<file path="src/rtl/ret_stack_pkg.sv">
package ret_stack_pkg;

  typedef struct packed {
    logic push;
    logic pop;
  } stk_req_t;

  function automatic int unsigned idx_inc(int unsigned idx, int unsigned depth);
    return (idx == depth - 1) ? 0 : idx + 1;
  endfunction

  function automatic int unsigned idx_dec(int unsigned idx, int unsigned depth);
    return (idx == 0) ? depth - 1 : idx - 1;
  endfunction

endpackage

</file>
<file path="src/rtl/ret_stack_mem.sv">
module ret_stack_mem #(
  parameter int unsigned ADDR_W = 12,
  parameter int unsigned DEPTH  = 8,
  localparam int unsigned IDX_W = (DEPTH > 1) ? $clog2(DEPTH) : 1
) (
  input  logic              clk_i,
  input  logic              rst_ni,
  input  logic              wr_en_i,
  input  logic [IDX_W-1:0]  wr_idx_i,
  input  logic [ADDR_W-1:0] wr_data_i,
  input  logic [IDX_W-1:0]  rd_idx_i,
  output logic [ADDR_W-1:0] rd_data_o
);

  logic [ADDR_W-1:0] slot_q [DEPTH];

  for (genvar g = 0; g < DEPTH; g++) begin : g_slot
    always_ff @(posedge clk_i or negedge rst_ni) begin
      if (!rst_ni) begin
        slot_q[g] <= '0;
      end else if (wr_en_i && (wr_idx_i == IDX_W'(g))) begin
        slot_q[g] <= wr_data_i;
      end
    end
  end

  always_comb begin
    rd_data_o = '0;
    for (int i = 0; i < DEPTH; i++) begin
      if (rd_idx_i == IDX_W'(i)) rd_data_o = slot_q[i];
    end
  end

endmodule

</file>
<file path="src/rtl/ret_stack_ctrl.sv">
module ret_stack_ctrl
  import ret_stack_pkg::*;
#(
  parameter int unsigned DEPTH  = 8,
  localparam int unsigned IDX_W = (DEPTH > 1) ? $clog2(DEPTH) : 1,
  localparam int unsigned CNT_W = $clog2(DEPTH + 1)
) (
  input  logic             clk_i,
  input  logic             rst_ni,
  input  stk_req_t         req_i,
  output logic             wr_en_o,
  output logic [IDX_W-1:0] wr_idx_o,
  output logic [IDX_W-1:0] rd_idx_o,
  output logic             pop_ok_o,
  output logic             full_o
);

  localparam logic [CNT_W-1:0] CNT_MAX = CNT_W'(DEPTH);

  logic [IDX_W-1:0] head_q, head_d, top_idx, head_nxt;
  logic [CNT_W-1:0] cnt_q, cnt_d;
  logic             full_q;

  assign top_idx  = IDX_W'(idx_dec(int'(head_q), DEPTH));
  assign head_nxt = IDX_W'(idx_inc(int'(head_q), DEPTH));
  assign pop_ok_o = req_i.pop && (cnt_q != '0);
  assign rd_idx_o = top_idx;

  always_comb begin
    head_d   = head_q;
    cnt_d    = cnt_q;
    wr_en_o  = 1'b0;
    wr_idx_o = head_q;
    if (pop_ok_o && req_i.push) begin
      // pop then push: top slot replaced in place
      wr_en_o  = 1'b1;
      wr_idx_o = top_idx;
    end else if (pop_ok_o) begin
      head_d = top_idx;
      cnt_d  = cnt_q - 1'b1;
    end else if (req_i.push) begin
      wr_en_o = 1'b1;
      head_d  = head_nxt;
      // full push overwrites oldest slot, which is the one at head
      if (cnt_q != CNT_MAX) cnt_d = cnt_q + 1'b1;
    end
  end

  always_ff @(posedge clk_i or negedge rst_ni) begin
    if (!rst_ni) begin
      head_q <= '0;
      cnt_q  <= '0;
      full_q <= 1'b0;
    end else begin
      head_q <= head_d;
      cnt_q  <= cnt_d;
      full_q <= (cnt_d == CNT_MAX);
    end
  end

  assign full_o = full_q;

  AST_DEPTH_RANGE: assert property (@(posedge clk_i) disable iff (!rst_ni)
    cnt_q <= CNT_MAX);
  AST_FULL_STICKY: assert property (@(posedge clk_i) disable iff (!rst_ni)
    full_q && req_i.push && !req_i.pop |=> full_q);
  AST_EMPTY_POP: assert property (@(posedge clk_i) disable iff (!rst_ni)
    (cnt_q == '0) && req_i.pop && !req_i.push |=> (cnt_q == '0) && $stable(head_q));
  AST_SWAP_DEPTH: assert property (@(posedge clk_i) disable iff (!rst_ni)
    (cnt_q != '0) && req_i.pop && req_i.push |=> $stable(cnt_q) && $stable(head_q));

endmodule

</file>
<file path="src/rtl/ret_stack_irq_gate.sv">
module ret_stack_irq_gate (
  input  logic clk_i,
  input  logic rst_ni,
  input  logic irq_pend_i,
  input  logic full_i,
  input  logic pop_ok_i,
  input  logic push_i,
  output logic irq_ack_o
);

  logic flag_q;

  assign irq_ack_o = flag_q && !full_i;

  always_ff @(posedge clk_i or negedge rst_ni) begin
    if (!rst_ni) flag_q <= 1'b0;
    else         flag_q <= irq_pend_i || (flag_q && !irq_ack_o);
  end

  AST_HOLD_WHILE_FULL: assert property (@(posedge clk_i) disable iff (!rst_ni)
    flag_q && full_i |=> flag_q);
  AST_ACK_AFTER_POP: assert property (@(posedge clk_i) disable iff (!rst_ni)
    flag_q && full_i && pop_ok_i && !push_i |=> irq_ack_o);
  AST_ACK_PULSE: assert property (@(posedge clk_i) disable iff (!rst_ni)
    irq_ack_o && !irq_pend_i |=> !irq_ack_o);

endmodule

</file>
<file path="src/rtl/ret_stack_top.sv">
module ret_stack_top
  import ret_stack_pkg::*;
#(
  parameter int unsigned ADDR_W = 12,
  parameter int unsigned DEPTH  = 8
) (
  input  logic              clk_i,
  input  logic              rst_ni,
  input  logic              call_i,
  input  logic              irq_entry_i,
  input  logic              ret_i,
  input  logic              reti_i,
  input  logic [ADDR_W-1:0] push_addr_i,
  input  logic              irq_pend_i,
  output logic [ADDR_W-1:0] ret_addr_o,
  output logic              full_o,
  output logic              irq_ack_o
);

  localparam int unsigned IDX_W = (DEPTH > 1) ? $clog2(DEPTH) : 1;

  stk_req_t          req;
  logic              wr_en, pop_ok;
  logic [IDX_W-1:0]  wr_idx, rd_idx;
  logic [ADDR_W-1:0] rd_data, ret_q;

  assign req.push = call_i || irq_entry_i;
  assign req.pop  = ret_i || reti_i;

  ret_stack_ctrl #(.DEPTH(DEPTH)) ctrl_i (
    .clk_i   (clk_i),
    .rst_ni  (rst_ni),
    .req_i   (req),
    .wr_en_o (wr_en),
    .wr_idx_o(wr_idx),
    .rd_idx_o(rd_idx),
    .pop_ok_o(pop_ok),
    .full_o  (full_o)
  );

  ret_stack_mem #(.ADDR_W(ADDR_W), .DEPTH(DEPTH)) mem_i (
    .clk_i    (clk_i),
    .rst_ni   (rst_ni),
    .wr_en_i  (wr_en),
    .wr_idx_i (wr_idx),
    .wr_data_i(push_addr_i),
    .rd_idx_i (rd_idx),
    .rd_data_o(rd_data)
  );

  ret_stack_irq_gate gate_i (
    .clk_i     (clk_i),
    .rst_ni    (rst_ni),
    .irq_pend_i(irq_pend_i),
    .full_i    (full_o),
    .pop_ok_i  (pop_ok),
    .push_i    (req.push),
    .irq_ack_o (irq_ack_o)
  );

  always_ff @(posedge clk_i or negedge rst_ni) begin
    if (!rst_ni)     ret_q <= '0;
    else if (pop_ok) ret_q <= rd_data;
  end

  assign ret_addr_o = ret_q;

  AST_RET_HOLD: assert property (@(posedge clk_i) disable iff (!rst_ni)
    !ret_i && !reti_i |=> $stable(ret_addr_o));

endmodule

</file>
<file path="config.mk">
export PLATFORM = sky130hd
export DESIGN_NAME = ret_stack_top
export DESIGN_NICKNAME = d
export VERILOG_FILES = /design/src/rtl/ret_stack_pkg.sv /design/src/rtl/ret_stack_mem.sv /design/src/rtl/ret_stack_ctrl.sv /design/src/rtl/ret_stack_irq_gate.sv /design/src/rtl/ret_stack_top.sv
export SDC_FILE = /design/constraint.sdc
export NUM_CORES = 1
export LEC_CHECK = 0
export ABC_CLOCK_PERIOD_IN_PS = 3080
export BUFFER_PORTS_ARGS = -buffer_cell sky130_fd_sc_hd__buf_2
export CAP_MARGIN = 25
export CORE_MARGIN = 1
export CORE_UTILIZATION = 61
export DETAILED_ROUTE_END_ITERATION = 12
export PLACE_DENSITY = 0.87
export SLEW_MARGIN = 20
export SYNTH_ARGS = -nofsm -noshare
export SYNTH_HDL_FRONTEND = slang
export SYNTH_SLANG_ARGS = --single-unit
</file>
<file path="constraint.sdc">
create_clock -name clk_i -period 3.08 [get_ports clk_i]
set_input_delay 0.924 -clock clk_i [delete_from_list [all_inputs] [get_ports clk_i]]
set_output_delay 0.924 -clock clk_i [all_outputs]
set_load 0.03 [all_outputs]
</file>
==> impl_metrics.csv <==
group,metric,value,unit
outcome,status,"finished, final reports clean",
drt,drtAntennaViolNets,0,
floorplan,pin_count,33,
timing,tightest_slew,657.0,ps
cells_and_area,area_growth,16.50,%
yosys,avgSynthCellArea,11.68,um2
setup_path,worstPathCellList,"inv_1, ha_1, buf_4, or3_4, and3_1, a221oi_1, a21oi_1",
power,clkPwrFrac,0.220,
job,cap_violations,0,
floorplan,initial_core_util,0.6273,
worst_hold_path,hold_class,"in -> async",
timing,max-slew-margin-rel,0.5620,
timing,rsz0062_at_grt,"no",
power,power_switching,0.003584,W
timing,setup_viol,0,
clock_tree,cts_resized,0,
setup_path,required,3460,ps
yosys,seq_area_frac_synth,0.5075,
placement,gp_congestion,0.9030,
drt,drt-pass1-iter-count,5,
setup_path,cp-end-kind,"register",
drt,post_drt_wl_per_cell,23.69,um
clock_tree,cts_setup_buffers,0,
global_route,grt_pass1_wl,25.49,mm
yosys,yosys_warnings,0,
timing,post-route-min-period,2836,ps
power,p_per_area,1336,nW/um2
setup_path,slowest_delay,480,ps
cells_and_area,design_area,6721,um2
drt,drt_iter0_markers,470,
timing,max_freq,0.3526,GHz
yosys,synth_flop_cell,"dfrtp_1",
floorplan,fp.coreArea,9196,um2
yosys,synth_nets,523,
global_route,overflow,0,
yosys,ys_ff_latch,117,
clock_tree,cts.root.buffer_cell,"clkbuf_8",
cells_and_area,final_cell_mix,"117 x dfrtp_1, 83 x mux2_2, 31 x buf_2, 28 x a21oi_1, 25 x nor2b_1",
placement,dpl_cell_area,6128,um2
clock_tree,numCtsBuffers,17,
timing,clock_skew,10.35,ps
global_route,grt_max_degree,53,
floorplan,dieArea,9851,um2
placement,dp_hpwl,9.403,mm
setup_path,arrival,3220,ps
clock_tree,path_clk_slew,60,ps
clock_tree,clock-sinks,117,
floorplan,die_x,99.25,um
power,pwr-share-seq,0.321,
yosys,async_reset_ff_frac,1.000,
yosys,ys_types,53,
yosys,synth_cells,494,
drt,drcViolationCount,0,
cells_and_area,final_common_cell,"dfrtp_1",
drt,wl,15.64,mm
yosys,synth_edf_count,0,
power,p_int,0.005395,W
clock_tree,clock_latency,520,ps
cells_and_area,diodes,0,
timing,drv_slew,0,
floorplan,rows,35,
setup_path,crit_path_top_delay_cell,"dfrtp_1",
global_route,antenna_found_initial,0,
power,ir_drop,0.5025,mV
setup_path,cp-start-kind,"register",
cells_and_area,fillers,534,
clock_tree,htreeDepth,4,
power,power.leakage,2.881,nW
cells_and_area,drive_above_1_share,0.3352,
drt,vias_per_cell,7.038,
timing,fin_crit_sh,0.9207,
setup_path,r2r_slack,240,ps
drt,vias,4645,
clock_tree,cts_tree,"built",
timing,hold_viol,0,
setup_path,crit_path_max_fanout,13,
yosys,syn_area,5769,um2
setup_path,critical_path_class,"reg -> reg",
placement,io_buffers,32,
floorplan,dieHeight,99.25,um
power,power.share.combinational,0.459,
timing,fin_tns_setup,0,ps
global_route,grt_pass1_vias,4854,
power,swShare,0.3992,
clock_tree,clock_path_buffers,2,
global_route,grt.total_usage,0.3406,
clock_tree,cts_hold_buf,0,
cells_and_area,nNetsFinal,565,
-- critical path: cells and delay by family, from the launching register on --
| family | cells | cell delay [ps] |
|---|---|---|
| fa+ha+maj | 1 | 400 |
| simple gates | 2 | 800 |
| flops | 1 | 480 |
| buf+inv | 2 | 410 |
| compound gates | 2 | 600 |
-- power groups by stage --
| stage | clock [W] | combinational, W | sequential (W) |
|---|---|---|---|
| after global routing | 0.00206 | 0.00438 | 0.00295 |
| final | 0.00198 | 0.00412 | 0.00288 |
| after CTS | 0.00198 | 0.00403 | 0.00285 |
| after floorplan | 0 | 0.00278 | 0.00284 |
| after detailed placement | 0 | 0.00387 | 0.00284 |
| after global placement | 0 | 0.00367 | 0.00277 |
-- per-layer routing --
| metal | global-route usage | vias up | part of all wire |
|---|---|---|---|
| met5 | 0 | - | 0 |
| met4 | 0.1855 | 0 | 0.047 |
| met3 | 0.07941 | 80 | 0.088 |
| met2 | 0.5641 | 298 | 0.50 |
| met1 | 0.4151 | 2356 | 0.37 |
| li1 | - | 1911 | - |
-- final timing paths --
check	from	end	depth (start not counted)
hold reg to reg	gate_i.flag_q$_DFF_PN0_	gate_i.flag_q$_DFF_PN0_	1
setup reg to reg	ctrl_i.head_q[0]$_DFFE_PN0P_	ret_addr_o[5]$_DFFE_PN0N_	7
hold / removal	rst_ni	mem_i.slot_q[32]$_DFFE_PN0P_	1
min in group clk_i	gate_i.flag_q$_DFF_PN0_	gate_i.flag_q$_DFF_PN0_	1
max in group asynchronous	rst_ni	mem_i.slot_q[83]$_DFFE_PN0P_	2
setup / recovery	ctrl_i.head_q[0]$_DFFE_PN0P_	ret_addr_o[5]$_DFFE_PN0N_	7
-- cell usage after synthesis, types with 2 or more instances --
| master | number | area, um2 |
|---|---|---|
| nor2_2 | 4 | 25.02 |
| nand3_1 | 17 | 85.08 |
| o21ai_1 | 3 | 15.01 |
| o311ai_1 | 10 | 87.58 |
| ha_1 | 10 | 125.1 |
| mux2_2 | 83 | 934.7 |
| or3_4 | 2 | 22.52 |
| xnor2_1 | 2 | 17.52 |
| buf_1 | 3 | 11.26 |
| clkbuf_1 | 15 | 56.30 |
| o21ai_0 | 17 | 85.08 |
| buf_6 | 3 | 33.78 |
| or3_1 | 12 | 75.07 |
| a21oi_1 | 28 | 140.1 |
| nor2b_1 | 25 | 156.4 |
| a211oi_1 | 2 | 15.01 |
| a221oi_1 | 22 | 192.7 |
| nand2_1 | 16 | 60.06 |
| o21a_1 | 2 | 15.01 |
| nor4_1 | 2 | 12.51 |
| o221ai_1 | 11 | 96.34 |
| nor2_1 | 12 | 45.04 |
| inv_1 | 20 | 75.07 |
| buf_4 | 8 | 60.06 |
| or2_2 | 2 | 12.51 |
| buf_2 | 5 | 25.02 |
| a21o_1 | 4 | 30.03 |
| dfrtp_1 | 117 | 2928 |
| mux2_1 | 13 | 146.4 |
-- per-stage QoR --
stage / worst slack [ps] / total power [W] / util / hold WS (ps) / std cells
floorplan: 73.94 / 0.005621 / - / 441.3 / 494
global placement: 114.4 / 0.006435 / 0.6664 / 455.6 / 628
detailed placement: 3.286 / 0.006714 / 0.6664 / 468.1 / 628
CTS: 318.5 / 0.008865 / 0.7309 / 445.2 / 660
global route: 131.0 / 0.009383 / 0.7309 / 477.8 / 660
finish: 244.3 / 0.008979 / 0.7309 / 435.5 / 660
-- final cells by class --
cell class                      instances  area, um2  share of cell area
Inverter                               21      80.08             0.01191
Clock inverter                         14      175.2             0.02606
Multi-Input combinational cell        322       2581              0.3840
Timing Repair Buffer                   57      400.4             0.05957
Sequential cell                       117       2928              0.4356
Clock buffer                           18      417.9             0.06217
Tap cell                              111      138.9             0.02066
-- flip-flops by register name, summed over array words and instances, names as in the netlist --
register       cells
gate_i.flag_q      1
ctrl_i.head_q      3
mem_i.slot_q      96
ctrl_i.cnt_q       4
ctrl_i.full_o      1
ret_addr_o        12
-- cells by family (layout without fill, tap and decap cells) --
family	count (synthesis)	in the layout	synth area share
buffers and inverters	55	110	0.04597
AO/OA/AOI/OAI	111	111	0.1349
multiplexers	96	96	0.1874
XOR/XNOR	2	2	0.003037
AND/OR/NAND/NOR	103	103	0.09955
adder cells (fa/ha/maj)	10	10	0.02169
flip-flops	117	117	0.5075
Note: power is estimated with default switching activity, not from simulation.
